$ cat src/rtl/rxbuf_pkg.sv
package rxbuf_pkg;
    parameter int unsigned CHAR_W = 8;

    typedef struct packed {
        logic brk;
        logic ferr;
        logic perr;
    } rx_flags_t;

    typedef struct packed {
        rx_flags_t             flg;
        logic [CHAR_W-1:0]     data;
    } rx_char_t;
endpackage

$ cat src/rtl/rxbuf_fifo.sv
module rxbuf_fifo
    import rxbuf_pkg::*;
#(
    parameter int unsigned DEPTH = 16,
    localparam int unsigned AW = (DEPTH > 1) ? $clog2(DEPTH) : 1,
    localparam int unsigned CW = $clog2(DEPTH + 1)
) (
    input  logic     clk,
    input  logic     rst_n,
    input  logic     clr,
    input  logic     push,
    input  rx_char_t push_item,
    input  logic     pop,
    output rx_char_t head,
    output logic     full,
    output logic     empty
);
    localparam logic [CW-1:0] FULL_CNT = CW'(DEPTH);
    localparam logic [AW-1:0] LAST_IDX = AW'(DEPTH - 1);

    typedef struct packed {
        logic [AW-1:0] wp;
        logic [AW-1:0] rp;
        logic [CW-1:0] cnt;
    } fifo_st_t;

    fifo_st_t st_q, st_d;
    rx_char_t mem [DEPTH];
    logic     do_push, do_pop;

    function automatic logic [AW-1:0] nxt_ptr(input logic [AW-1:0] p);
        return (p == LAST_IDX) ? '0 : p + AW'(1);
    endfunction

    assign full  = (st_q.cnt == FULL_CNT);
    assign empty = (st_q.cnt == '0);
    assign head  = mem[st_q.rp];

    always_comb begin
        st_d    = st_q;
        do_pop  = pop && !empty && !clr;
        do_push = push && (!full || do_pop) && !clr;
        if (do_push) st_d.wp = nxt_ptr(st_q.wp);
        if (do_pop)  st_d.rp = nxt_ptr(st_q.rp);
        case ({do_push, do_pop})
            2'b10:   st_d.cnt = st_q.cnt + CW'(1);
            2'b01:   st_d.cnt = st_q.cnt - CW'(1);
            default: st_d.cnt = st_q.cnt;
        endcase
        if (clr) st_d = '0;
    end

    always_ff @(posedge clk or negedge rst_n) begin
        if (!rst_n) st_q <= '0;
        else        st_q <= st_d;
    end

    always_ff @(posedge clk) begin
        if (do_push) mem[st_q.wp] <= push_item;
    end
endmodule

$ cat src/rtl/rxbuf_rts.sv
module rxbuf_rts (
    input  logic clk,
    input  logic rst_n,
    input  logic clr,
    input  logic arm,
    input  logic auto_en,
    input  logic start_hit,
    input  logic fifo_full,
    output logic rts
);
    typedef struct packed {
        logic rts;
        logic armed;
        logic held_off;
    } rts_st_t;

    rts_st_t st_q, st_d;

    always_comb begin
        st_d = st_q;
        if (clr) begin
            st_d = '0;
        end else if (arm) begin
            st_d.rts      = 1'b1;
            st_d.armed    = 1'b1;
            st_d.held_off = 1'b0;
        end else if (auto_en && st_q.armed && st_q.rts && start_hit && fifo_full) begin
            st_d.rts      = 1'b0;
            st_d.held_off = 1'b1;
        end else if (st_q.held_off && !fifo_full) begin
            st_d.rts      = 1'b1;
            st_d.held_off = 1'b0;
        end
    end

    always_ff @(posedge clk or negedge rst_n) begin
        if (!rst_n) st_q <= '0;
        else        st_q <= st_d;
    end

    assign rts = st_q.rts;
endmodule

$ cat src/rtl/rx_char_buffer.sv
module rx_char_buffer
    import rxbuf_pkg::*;
#(
    parameter int unsigned DEPTH = 16
) (
    input  logic              clk,
    input  logic              rst_n,
    input  logic              start_det,
    input  logic              chr_vld,
    input  logic [CHAR_W-1:0] chr_data,
    input  logic              chr_perr,
    input  logic              chr_ferr,
    input  logic              chr_brk,
    input  logic              rd_data_stb,
    input  logic              rx_en_cmd,
    input  logic              rx_dis_cmd,
    input  logic              rx_rst_cmd,
    input  logic              err_rst_cmd,
    input  logic              blk_mode,
    input  logic              rts_auto_en,
    input  logic              rts_set_cmd,
    output logic [CHAR_W-1:0] rd_data,
    output logic              st_rdy,
    output logic              st_full,
    output logic              st_perr,
    output logic              st_ferr,
    output logic              st_brk,
    output logic              st_ovr,
    output logic              rts
);
    typedef struct packed {
        logic      en;
        logic      hold_vld;
        rx_char_t  hold;
        rx_flags_t acc;
        logic      ovr;
    } ctl_st_t;

    ctl_st_t   st_q, st_d;
    logic      pop, room, take, push, ovr_evt;
    rx_char_t  push_item, new_chr, head;
    rx_flags_t shown;
    logic      f_full, f_empty;

    rxbuf_fifo #(.DEPTH(DEPTH)) u_fifo (
        .clk       (clk),
        .rst_n     (rst_n),
        .clr       (rx_rst_cmd),
        .push      (push),
        .push_item (push_item),
        .pop       (pop),
        .head      (head),
        .full      (f_full),
        .empty     (f_empty)
    );

    rxbuf_rts u_rts (
        .clk       (clk),
        .rst_n     (rst_n),
        .clr       (rx_rst_cmd),
        .arm       (rts_set_cmd),
        .auto_en   (rts_auto_en),
        .start_hit (start_det && st_q.en),
        .fifo_full (f_full),
        .rts       (rts)
    );

    always_comb begin
        st_d      = st_q;
        new_chr   = '{flg: '{brk: chr_brk, ferr: chr_ferr, perr: chr_perr}, data: chr_data};
        pop       = rd_data_stb && !f_empty;
        room      = !f_full || pop;
        take      = st_q.en && !rx_dis_cmd && !rx_rst_cmd;
        push      = 1'b0;
        push_item = st_q.hold;
        ovr_evt   = take && start_det && st_q.hold_vld && !room;

        if (take) begin
            if (st_q.hold_vld) begin
                if (room) begin
                    push          = 1'b1;
                    push_item     = st_q.hold;
                    st_d.hold_vld = chr_vld;
                    if (chr_vld) st_d.hold = new_chr;
                end else if (chr_vld) begin
                    st_d.hold = new_chr;
                end
            end else if (chr_vld) begin
                if (room) begin
                    push      = 1'b1;
                    push_item = new_chr;
                end else begin
                    st_d.hold_vld = 1'b1;
                    st_d.hold     = new_chr;
                end
            end
        end

        if (err_rst_cmd) begin
            st_d.acc = '0;
            st_d.ovr = 1'b0;
        end
        if (ovr_evt) st_d.ovr = 1'b1;
        if (push)    st_d.acc = st_d.acc | push_item.flg;

        if (rx_dis_cmd) begin
            st_d.en       = 1'b0;
            st_d.hold_vld = 1'b0;
        end else if (rx_en_cmd) begin
            st_d.en = 1'b1;
        end

        if (rx_rst_cmd) st_d = '0;
    end

    always_ff @(posedge clk or negedge rst_n) begin
        if (!rst_n) st_q <= '0;
        else        st_q <= st_d;
    end

    always_comb begin
        if (blk_mode)     shown = st_q.acc;
        else if (f_empty) shown = '0;
        else              shown = head.flg;
    end

    assign rd_data = f_empty ? '0 : head.data;
    assign st_rdy  = !f_empty;
    assign st_full = f_full;
    assign st_perr = shown.perr;
    assign st_ferr = shown.ferr;
    assign st_brk  = shown.brk;
    assign st_ovr  = st_q.ovr;
endmodule

$ cat config.mk
export PLATFORM = sky130hd
export DESIGN_NAME = rx_char_buffer
export DESIGN_NICKNAME = d
export VERILOG_FILES = /design/src/rtl/rxbuf_pkg.sv /design/src/rtl/rxbuf_fifo.sv /design/src/rtl/rxbuf_rts.sv /design/src/rtl/rx_char_buffer.sv
export SDC_FILE = /design/constraint.sdc
export NUM_CORES = 1
export LEC_CHECK = 0
export CORE_ASPECT_RATIO = 0.6
export CORE_MARGIN = 2
export CORE_UTILIZATION = 50
export DETAILED_ROUTE_END_ITERATION = 16
export DONT_BUFFER_PORTS = 1
export GPL_ROUTABILITY_DRIVEN = 0
export PLACE_DENSITY_LB_ADDON = 0.1
export SYNTH_ARGS = -nofsm -noshare
export SYNTH_HDL_FRONTEND = slang
export SYNTH_SLANG_ARGS = --single-unit
$ cat constraint.sdc
create_clock -name clk -period 5.8 [get_ports clk]
set_input_delay 0.87 -clock clk [delete_from_list [all_inputs] [get_ports clk]]
set_output_delay 0.87 -clock clk [all_outputs]
set_load 0.02 [all_outputs]
# Yosys cells after proc, flatten, opt, wreduce, memory -nomap -nowiden
# Memories as Yosys holds them, arrays and structs flattened.
# Cells that the tools add are included.
# word_totals
regBits	33
latchBits	0
ramBits	176
mem_bits_ro	0
inputBits	23
n_memories	1
# op_classes
addsub	4
mul	0
n_div	0
order_cmp	0
eq_ne	6
n_shift	0
mux	40
n_bitwise	1
n_reduce_logical	35
# memory_table
name	depth	word_bits	rd	rd_ports_with_merged_regs	write_ports	line	text
u_fifo.mem	16	11	1	0	1	rxbuf_fifo.sv:28	rx_char_t mem [DEPTH];
# op_table
operator	count
$mux W11	5
$mux W12	4
$mux W4	5
$mux W1	18
$mux W17	1
$logic_and A1 B1 Y1	16
$mux W13	1
$mux W3	4
$reduce_bool A3 Y1	4
$pmux W5 S2	1
$reduce_bool A2 Y1	5
$add A4 B1 Y4 const B	2
$eq A4 B4 Y1 const B	2
$mux W8	1
$add A5 B1 Y5 const B	1
$eq A5 B5 Y1 const B	1
$logic_not A1 Y1	5
$logic_not A5 Y1	1
$sub A5 B1 Y5 const B	1
$reduce_bool A4 Y1	1
$ne A3 B3 Y1 const B	1
$or A3 B3 Y3	1
$reduce_and A3 Y1	1
$eq A2 B1 Y1 const B	1
other kinds (2)	3

# Longest topological paths before layout
# logic_depth
word_depth	13
depth_mapped	11

# Cells and area by module
# A second synthesis with hierarchy kept.
# hier_totals
hier_cells	566
area_unflattened_um2	9006.1
# by_module_without_submodules
module	instances	cells_each	area_per_inst_um2	seq_area_each_um2
rxbuf_fifo	1	440	7713.6	5610.4
rx_char_buffer	1	112	1148.6	425.4
rxbuf_rts	1	14	143.9	75.1

# Worst setup path after synthesis
# No wires, ideal clock.
# synth_path
path_type	input-to-reg
startpoint	in chr_vld
endpoint	mem u_fifo.mem[0][0] (netlist name), enable pin
arrival_time_ns	2.680
t_required_ns	5.392
path_slack_ns	2.712
stages	4
path_buffers	1
path_cell_list	or2_0 > clkbuf_1 > o2111ai_1 > nor4_1
# synth_between
elab_chain_len	7
# synth_rtl
item	line	text
from (decl)	rx_char_buffer.sv:9	input logic chr_vld,
$mux W1	rx_char_buffer.sv:88	end else if (chr_vld) begin
$mux W1	rx_char_buffer.sv:79	if (st_q.hold_vld) begin
$mux W1	rx_char_buffer.sv:78	if (take) begin
$logic_and A1 B1 Y1 (2 in a row)	rxbuf_fifo.sv:42	do_push = push && (!full || do_pop) && !clr;
$mux W1	rxbuf_fifo.sv:59	if (do_push) mem[st_q.wp] <= push_item;
$mux W1 (implied by the code)	rxbuf_fifo.sv:59	
to (decl)	rxbuf_fifo.sv:28	
# No other way between the ends.

# Worst setup path after layout
# layout_path
startpoint	reg u_fifo.st_q[5] (netlist name)
endpoint	out rd_data[3]
# layout_between
elab_chain_len	2
# layout_rtl
item	line	text
from (decl)	rxbuf_fifo.sv:27	fifo_st_t st_q, st_d;
from (signal assigned)	rxbuf_fifo.sv:55	else st_q <= st_d;
$mem_v2 Z16 W11	-	
$mux W8	rx_char_buffer.sv:127	assign rd_data = f_empty ? '0 : head.data;
to (decl)	rx_char_buffer.sv:22	output logic [CHAR_W-1:0] rd_data,
# No other way between the ends.

==> impl_results.md <==
* Max H-tree Level at 1
* Data arrival time of the critical path at 3.16 ns
* Multi-input gate area at 0.00250 mm^2
* Static Leakage at 3.46 nW
* Most common cell after layout, fill and taps aside: edfxtp_1
* Asr flop ratio synth at 0.158
* Crit path kind: reg2out
* Synth unique cells at 58
* Worst hold-check path type: in2async
* Initial drt markers at 443
* Die height at 106 um
* FILL cells at 1,302
* Most frequent cells in the layout: edfxtp_1, mux4_2, dfrtp_1, nand2_1, nor2_1
* Post-layout min period at 4.03 ns
* GRT Residual Overflow at 0
* YS warnings at 0
* Most used DFF post-synth: edfxtp_1
* RSZ-0062 raised after global routing: false
* Worst-margin pin slew at 0.900 ns
* Status: completed
* Synth area leader: edfxtp_1
* DRT Wirelength at 18,900 um
* Final setup vio count at 0
* Clock tree buffer depth at 3
* Via count at 4,496
* Largest net degree at the start of global routing at 49
* Final HPWL DP at 11,600 um
* Register bit total from synthesis at 209
* Vias in the first global route at 4,619
* Final period util at 0.695
* Clock Sinks at 209
* Synthesized area at 0.00875 mm^2
* Yosys top cell area share at 0.604
* Synth area leaders: edfxtp_1, mux4_2, dfrtp_1
* Chip width at 175 um
* Pre-antenna DRT Iters at 5
* First-pass GRT wire length at 29,000 um
* Synth Net Count at 516
* Root buf cell: clkbuf_16
* Final hold vios at 0
* IO Pins at 38
* Worst-path maximum fanout at 30
* Ant. Diodes at 0
* Nature of the critical path startpoint: flip-flop
* Worst VDD drop at 205 uV
* Die area at 0.0186 mm^2
* Reg clk slew, reported paths at 0.07 ns
* CTS tree: yes
* Initial antenna violation count at 0
* P&R area growth vs syn at 11.8%
* Syn Area/Cell at 18.0 um^2
* Setup TNS at 0 ns
* Worst-skew pair later-pin latency at 0.49 ns
* EDFF count, synth at 176
* Worst endpoint required time at 4.93 ns
* PD cells at 352 mW/mm^2
* DR WL/cell at 25.3 um
* Register area at 0.00611 mm^2
* Nets at 530
* All-Layer GR Usage at 0.216
* Hold-fix buffer count after cts at 0
* Placement row count at 37
* Core footprint at 0.0171 mm^2
* Final count of pins violating max slew at 0
* DRT antenna net count at 0
* Worst relative slew slack at 0.400
* Layout cell share with drive strength beyond 1 at 0.263
* Post-CTS setup buffer count at 0
* Number of max-cap violations at 0
* R2r worst-path depth at 4
* Gate Count Post-Synth at 486
* Vias/cell at 6.01
* Fmax at 248 MHz
* DRC at 0
* Post-CTS sizing at 0
* Starting Density at 0.511
* # port buffers at 0
* Hold_ws at 0.0674 ns
* Cts bufs inserted at 20
* Clock Skew at 0.0114 ns
* Sequential-to-total area share from yosys stat at 0.699
* Crit. End Element: primary output
-- through the flow --
stage	instance area (um^2)	total power [W]	worst slack, ns	util	cells
after floorplan	8750	0.00201	2.71	-	486
after detailed placement	9070	0.00209	2.19	0.530	712
final	9780	0.00345	1.77	0.571	748
after global routing	9780	0.00357	1.52	0.571	748
after global placement	9070	0.00209	2.21	0.530	712
after CTS	9780	0.00347	1.66	0.571	748
-- cell type report --
cell class,instances,share of cell area
flip-flops and latches,209,0.625
multi-input cells,239,0.255
clock buffers,24,0.0559
well taps,234,0.0299
clock inverters,12,0.0166
repair buffers,16,0.0123
inverters,14,0.00537
-- flip-flops by register name, summed over array words and instances (netlist names) --
name / cells
st_q: 16
u_rts.st_q: 2
u_rts.rts: 1
st_ovr: 1
u_fifo.mem: 176
u_fifo.st_q: 13
-- kinds of logic (layout without fill, tap and decap cells) --
kind of cell	count (synthesis)	after routing	share of synthesized area
fa+ha+maj	7	7	0.0100
compound gates	65	65	0.0553
flops	209	209	0.699
xor+xnor	2	2	0.00200
mux	63	63	0.149
buf+inv	38	66	0.0213
simple gates	102	102	0.0639
-- cells in the mapped netlist (2+ instances only) --
master	count
nand3_1	5
clkbuf_1	8
buf_1	3
or3_1	3
a32oi_1	2
and2_1	6
o21ai_0	7
a22o_1	16
or2_2	4
ha_1	7
mux4_2	52
nand2_1	22
a21o_1	2
inv_1	14
buf_2	8
a22oi_1	6
mux2_2	9
a21oi_1	18
nand2b_1	2
nor2b_1	10
mux2_4	2
nor2_1	22
edfxtp_1	176
dfrtp_1	33
nor3b_1	2
nor4_1	6
nor3_1	7
buf_6	4
-- where the power goes --
group          total [W]  internal (W)  switching, W  leakage [nW]
combinational   0.000390      0.000164      0.000226         0.905
clock            0.00139      0.000852      0.000539         0.347
sequential       0.00167       0.00163     0.0000420          2.21
-- worst paths after layout --
kind | startpoint | end | slack, ns
max | u_fifo.st_q[5]$_DFFE_PN0P_ | rd_data[3] | 1.77
min in group clk | rx_rst_cmd | u_fifo.st_q[12]$_DFFE_PN0P_ | 0.44
max in group asynchronous | rst_n | u_fifo.st_q[6]$_DFFE_PN0P_ | 5.64
min reg2reg | u_rts.st_q[1]$_DFFE_PN0P_ | u_rts.st_q[1]$_DFFE_PN0P_ | 0.49
min | rst_n | st_ovr$_DFFE_PN0P_ | 0.07
max reg2reg | st_q[15]$_DFFE_PN0P_ | u_fifo.mem[11][4]$_DFFE_PP_ | 2.86
-- critical path: stages, from the launching register on --
cell	delay [ns]
dfrtp_2	0.75
buf_4	0.61
mux4_2	0.59
mux4_2	0.47
nor2b_1	0.22
-- layer usage --
metal  wire, um  global-route usage  vias to the layer above
li1           -                   -                     1981
met1       8790               0.338                     2332
met5          0                   0                        -
met2       8380               0.311                      156
met3       1440              0.0508                       27
met4        310              0.0423                        0
Power figures use the tool's default switching activity.
